`config.mk`:
```
export PLATFORM = sky130hd
export DESIGN_NAME = vipc_core
export DESIGN_NICKNAME = d
export VERILOG_FILES = /design/src/rtl/vipc_pkg.sv /design/src/rtl/vipc_word_find.sv /design/src/rtl/vipc_prio_find.sv /design/src/rtl/vipc_core.sv
export SDC_FILE = /design/constraint.sdc
export NUM_CORES = 2
export LEC_CHECK = 0
export BUFFER_PORTS_ARGS = -buffer_cell sky130_fd_sc_hd__buf_4
export CORE_MARGIN = 3
export CORE_UTILIZATION = 50
export CTS_BUF_LIST = sky130_fd_sc_hd__clkbuf_16
export DETAILED_ROUTE_END_ITERATION = 10
export GPL_TIMING_DRIVEN = 0
export PLACE_DENSITY = 0.65
export SYNTH_ARGS = -nofsm -noshare
export SYNTH_HDL_FRONTEND = slang
export SYNTH_SLANG_ARGS = --single-unit
```
`constraint.sdc`:
```
create_clock -name clk -period 5.92 [get_ports clk]
set_clock_uncertainty 0.05 [all_clocks]
set_input_delay 0.888 -clock clk [delete_from_list [all_inputs] [get_ports clk]]
set_output_delay 0.888 -clock clk [all_outputs]
set_load 0.05 [all_outputs]
```
`src/rtl/vipc_pkg.sv`:
```
package vipc_pkg;
  localparam int CLS_W = 4;
  typedef enum logic {ACK_SPURIOUS = 1'b0, ACK_TAKEN = 1'b1} ack_kind_e;
endpackage

```
`src/rtl/vipc_word_find.sv`:
```
module vipc_word_find #(
  parameter int WORD_W = 32,
  localparam int BIT_W = $clog2(WORD_W)
) (
  input  logic [WORD_W-1:0] word,
  output logic              any,
  output logic [BIT_W-1:0]  idx
);
  always_comb begin
    any = 1'b0;
    idx = '0;
    for (int b = 0; b < WORD_W; b++) begin
      if (word[b]) begin
        any = 1'b1;
        idx = BIT_W'(b);
      end
    end
  end
endmodule

```
`src/rtl/vipc_prio_find.sv`:
```
module vipc_prio_find #(
  parameter int NUM_VEC = 256,
  parameter int WORD_W  = 32,
  localparam int IDX_W  = $clog2(NUM_VEC),
  localparam int NWORDS = NUM_VEC / WORD_W,
  localparam int BIT_W  = $clog2(WORD_W)
) (
  input  logic [NUM_VEC-1:0] vec,
  output logic               found,
  output logic [IDX_W-1:0]   idx
);
  logic             w_any [NWORDS];
  logic [BIT_W-1:0] w_idx [NWORDS];

  for (genvar w = 0; w < NWORDS; w++) begin : g_word
    vipc_word_find #(.WORD_W(WORD_W)) u_find (
      .word (vec[w*WORD_W +: WORD_W]),
      .any  (w_any[w]),
      .idx  (w_idx[w])
    );
  end

  always_comb begin
    found = 1'b0;
    idx   = '0;
    for (int w = 0; w < NWORDS; w++) begin
      if (w_any[w]) begin
        found = 1'b1;
        idx   = IDX_W'(w * WORD_W) | IDX_W'(w_idx[w]);
      end
    end
  end
endmodule

```
`src/rtl/vipc_core.sv`:
```
module vipc_core #(
  parameter int NUM_VEC = 256,
  parameter int WORD_W  = 32,
  localparam int IDX_W  = $clog2(NUM_VEC),
  localparam int CLS_W  = vipc_pkg::CLS_W,
  localparam int SUB_W  = IDX_W - CLS_W
) (
  input  logic             clk,
  input  logic             rst,
  input  logic             set_valid,
  input  logic [IDX_W-1:0] set_vector,
  input  logic             set_level,
  input  logic             ack_req,
  output logic             ack_done,
  output logic [IDX_W-1:0] ack_vector,
  output logic             ack_level,
  input  logic             eoi,
  input  logic             tpr_wr,
  input  logic [CLS_W-1:0] tpr_data,
  input  logic             sw_en,
  input  logic [IDX_W-1:0] spur_vec,
  output logic             irq
);
  import vipc_pkg::*;

  logic [NUM_VEC-1:0] irr_q, isr_q, tmr_q;
  logic [NUM_VEC-1:0] irr_n, isr_n, tmr_n;
  logic [IDX_W-1:0]   tpr_q;

  logic             irr_found, isr_found;
  logic [IDX_W-1:0] irr_hi, isr_hi;
  logic [CLS_W-1:0] isr_cls, tpr_cls, irr_cls, ppr_cls;
  logic [IDX_W-1:0] ppr;
  ack_kind_e        ack_kind;

  vipc_prio_find #(.NUM_VEC(NUM_VEC), .WORD_W(WORD_W)) u_irr_find (
    .vec (irr_q), .found (irr_found), .idx (irr_hi)
  );
  vipc_prio_find #(.NUM_VEC(NUM_VEC), .WORD_W(WORD_W)) u_isr_find (
    .vec (isr_q), .found (isr_found), .idx (isr_hi)
  );

  // Processor priority from task priority and in-service class
  always_comb begin
    isr_cls = isr_found ? isr_hi[IDX_W-1 -: CLS_W] : '0;
    tpr_cls = tpr_q[IDX_W-1 -: CLS_W];
    irr_cls = irr_hi[IDX_W-1 -: CLS_W];
    ppr     = (tpr_cls >= isr_cls) ? tpr_q : {isr_cls, {SUB_W{1'b0}}};
    ppr_cls = ppr[IDX_W-1 -: CLS_W];
  end

  assign irq = sw_en && irr_found && ((ppr == '0) || (irr_cls > ppr_cls));

  always_comb begin
    if (ack_req && sw_en && irr_found && !((tpr_q != '0) && (irr_hi <= tpr_q)))
      ack_kind = ACK_TAKEN;
    else
      ack_kind = ACK_SPURIOUS;
  end

  // Next-state: acknowledge clear, then set; eoi clear, then acknowledge set
  always_comb begin
    irr_n = irr_q;
    isr_n = isr_q;
    tmr_n = tmr_q;
    if (ack_kind == ACK_TAKEN) irr_n[irr_hi] = 1'b0;
    if (set_valid) begin
      irr_n[set_vector] = 1'b1;
      tmr_n[set_vector] = set_level;
    end
    if (eoi && isr_found) isr_n[isr_hi] = 1'b0;
    if (ack_kind == ACK_TAKEN) isr_n[irr_hi] = 1'b1;
  end

  always_ff @(posedge clk) begin
    if (rst) begin
      irr_q      <= '0;
      isr_q      <= '0;
      tmr_q      <= '0;
      tpr_q      <= '0;
      ack_done   <= 1'b0;
      ack_vector <= '0;
      ack_level  <= 1'b0;
    end else begin
      irr_q    <= irr_n;
      isr_q    <= isr_n;
      tmr_q    <= tmr_n;
      ack_done <= ack_req;
      if (tpr_wr) tpr_q <= {tpr_data, {SUB_W{1'b0}}};
      if (ack_req) begin
        ack_vector <= (ack_kind == ACK_TAKEN) ? irr_hi : spur_vec;
        ack_level  <= (ack_kind == ACK_TAKEN) ? tmr_q[irr_hi] : 1'b0;
      end
    end
  end
endmodule

```
==> flow_summary.yaml <==
status:
  status: "finished, violations left"
  violations: "design-rule violations, max-capacitance violations, max-slew violations, negative setup slack"
timing:
  worstMarginPinSlew_ns: 1.69
  fin_crit_ns: 6.32
  setup-violations-final: 40
  drv_slew: 98
  holdWs_ns: 0.404
  worst_slack_ns: -0.405
  slew_headroom_pct: -12.8
  finalCritPeriodShare_pct: 107
  fmax_ghz: 0.158
  rsz0062_at_grt: "true"
  hold_violations: 0
floorplan:
  core_area_mm2: 0.0763
  die_w_um: 284
  die_height_um: 284
  ios: 39
  die_area_mm2: 0.0808
  start_util_pct: 50.7
  num_rows: 101
global_routing:
  grt.total_usage_pct: 48.4
  grt_pass1_wl_um: 285000
  grt_pass1_vias: 40300
  grt-ovfl-total: 0
  grt_max_degree: 14
  antenna_found_initial: 10
synthesis:
  synth_fp_nets: 5191
  synth_top_family_by_area: "compound AO/OA/AOI/OAI gates"
  synth_area_leaders: "dfxtp_1 40%, a21oi_1 9.9%, nand2_1 9.6%, a311oi_1 6.0%, nand3_1 3.9%"
  synth.distinct_cells: 82
  yosysTopAreaCellShare_pct: 40.4
  avgSynthCellArea_um2: 7.52
  synth_cells: 5151
  synthFlopType: "dfxtp_1"
  synth_adder_area_share_pct: 0.388
  synthXorXnorAreaFrac_pct: 0
  yosysSeqAreaShare_pct: 40.4
  synth-compound-area-share_pct: 26.7
  synth-edff-count: 0
  async_flop_share_pct: 0
  synth_warnings: 0
  synth_area_mm2: 0.0387
  yosys.area_share.simple_pct: 24.4
  synth_area_leader_cell: "dfxtp_1"
  synth-seq-cells: 782
  muxShareOfSynthArea_pct: 2.55
job:
  drv_cap: 10
power_and_ir_drop:
  powerDensity_mw_per_mm2: 305
  power_mw: 13.6
  p_int_mw: 9.02
  comb_power_share_pct: 19.9
  p_clk_share_pct: 41.2
  p_sw_mw: 4.59
  swShare_pct: 33.7
  vdd_drop_max_mv: 0.395
  leakagePower_nw: 14.8
  pwr-share-seq_pct: 38.9
setup_path:
  endpoint_kind: "primary output"
  worstSetupPathType: "reg2out"
  critPathTopFamily: "compound AO/OA/AOI/OAI gates"
  cp_max_fo: 4
  worst_ep_required_time_ns: 4.98
  crit_path_top_delay_cell: "dfxtp_1"
  cp-start-kind: "flip-flop"
  cp_num_buf_inv: 1
  critPathMaxStageDelay_ns: 0.35
  arrival_ns: 5.39
  path_cells: "nor4_2 -> nand2_1 -> nor2_2 -> a21boi_4 -> o21ai_2 -> a21oi_2 -> o21bai_4 -> a21oi_4 -> o2111ai_4 -> and2_4 -> ha_4 -> nand2b_4 -> a21o_1 -> a21o_1 -> a21oi_4 -> mux2_4 -> ha_4 -> o21ai_2 -> nand2b_1 -> a21oi_1 -> a41o_1 -> o21a_1 -> nor2b_4 -> buf_8"
placement:
  hpwlAfterDp_um: 150000
  portBuffers: 35
  gp_congestion: 1.10
routing:
  post_drt_wl_per_cell_um: 31.9
  drcViolationCount: 1
  drt-pass1-iter-count: 11
  first_iter_violations: 7847
  via_count: 45000
  wirelength_um: 205000
  drtAntennaViolNets: 0
  viasPerCell: 6.99
clock_tree:
  cts.clk_slew.worst_paths_ns: 0.06
  hold_buffers: 0
  cts_tree: "done"
  cts_made_buffers: 90
  clockRootBuffer: "clkbuf_16"
  cts.path.max_buffers: 3
  cts.sinks: 782
  clock_latency_ns: 0.67
  cts_max_level: 3
final_layout:
  area_delta_synth_final_pct: 15.4
  drive_gt1_share_pct: 10.1
  num-nets-final: 5365
worst_hold_path:
  holdCritPathClass: "reg2reg"
## stage by stage
step / TNS, ns / area (um2) / setup WS (ns) / cells / util, %
after global placement: -1009.31 / 40300 / -2.64 / 6216 / 52.8
final: -3.19 / 44700 / -0.405 / 6435 / 58.6
after CTS: -0.382 / 44100 / -0.336 / 6415 / 57.8
after detailed placement: -994.90 / 40500 / -2.61 / 6228 / 53.1
after global routing: -2.02 / 44700 / -0.457 / 6429 / 58.5
after floorplan: 0 / 38700 / 0.154 / 5151 / -
## worst register-to-register path, cell delays in order, from the launching register on
cell and delay, ns:
dfxtp_1 0.35, nor4_1 0.61, and4_1 0.49, and4_1 0.69, o2111ai_1 0.33, nor3_1 0.50, a211oi_1 0.24, nand2_1 0.35
buf_2 0.39, buf_2 0.50, nand2_1 0.13, nand3_1 0.14, a21oi_1 0.10, a2111oi_0 0.58, o211ai_1 0.30, a32oi_1 0.30
## layout by cell type, fill, tap and decap left out, drive strengths merged, types with 25 or more instances in the layout
cell type,instances
a211oi,33
a21oi,768
a22oi,64
a311oi,266
a31oi,29
buf,197
clkbuf,371
clkinv,39
dfxtp,782
inv,146
mux2i,83
nand2,990
nand2b,37
nand3,302
nand4,25
nor2,388
nor2b,31
nor3,91
nor4,131
o211ai,30
o21ai,207
o21bai,28
o31ai,37
or4,33
## sequential cells by signal, summed over array words and instances, names as in the netlist
name	cells
irr_q	256
isr_q	256
tmr_q	256
ack_vector	8
tpr_q	4
ack_done	1
ack_level	1
## layout make-up
type                    count  area (um2)
diodes                      6        15.0
plain buffers             394        1750
clock buffers              93        2330
clock inverters            73         526
fillers                  7379       31600
inverters                 123         467
multi-input cells        3849       21900
flip-flops and latches    782       15700
well taps                1030        1290
repair buffers             85         738
## power by group through the flow
stage | Clock (mW) | Combinational, mW | Sequential (mW)
5_1_grt | 5.77 | 2.61 | 5.29
6_report | 5.61 | 2.71 | 5.29
3_3_place_gp | 0 | 2.31 | 5.41
3_5_place_dp | 0 | 2.32 | 5.41
4_1_cts | 5.55 | 2.41 | 5.29
2_1_floorplan | 0 | 1.12 | 5.42
## path summary, 6_finish.rpt
| check | from | depth (start not counted) | endpoint | slack (ns) |
|---|---|---|---|---|
| hold reg to reg | tmr_q[83]$_SDFFE_PP0P_ | 2 | tmr_q[83]$_SDFFE_PP0P_ | 0.40 |
| setup / recovery | isr_q[62]$_SDFF_PP0_ | 24 | irq | -0.40 |
| setup reg to reg | irr_q[253]$_SDFF_PP0_ | 15 | ack_level$_SDFFE_PP0P_ | -0.21 |
| hold / removal | tmr_q[83]$_SDFFE_PP0P_ | 2 | tmr_q[83]$_SDFFE_PP0P_ | 0.40 |
## logic make-up after synthesis
logic type	count (synthesis)
simple gates	2106
compound gates	1634
flops	782
buf+inv	520
mux	97
fa+ha+maj	12
## synth_stat cells, types with 11 or more instances
cell         n
a2111oi_0   14
a211oi_1    32
a21boi_0    17
a21oi_1    768
a221oi_1    11
a22oi_1     64
a311oi_1   266
a31oi_1     29
a32oi_1     11
and3_1      13
buf_1       14
buf_2      101
clkbuf_1   273
dfxtp_1    782
ha_1        12
inv_1      122
mux2_2      14
mux2i_1     83
nand2_1    990
nand2b_1    37
nand3_1    302
nand4_1     25
nor2_1     384
nor2b_1     31
nor3_1      83
nor3b_1     17
nor4_1     129
o2111ai_1   15
o211ai_1    28
o21ai_0    172
o21ai_1     35
o21bai_1    28
o31a_1      11
o31ai_1     37
o41ai_1     11
or4_1       32
## layer usage
| layer | wire [um] | global-route usage, % | up-vias |
|---|---|---|---|
| met4 | 20000 | 37.6 | 8 |
| met2 | 81400 | 68.2 | 3870 |
| met3 | 29900 | 16.3 | 1063 |
| li1 | - | - | 19200 |
| met1 | 73500 | 60.5 | 20800 |
| met5 | 71 | 0 | - |
## timing repair
item | 4_1_cts | 5_1_grt
buffers inserted | 23 | 12
resized for setup | 139 | 141
pin swaps | 34 | 25
setup endpoints to repair | 522 | 476
Note: power is estimated with default switching activity, not from simulation.
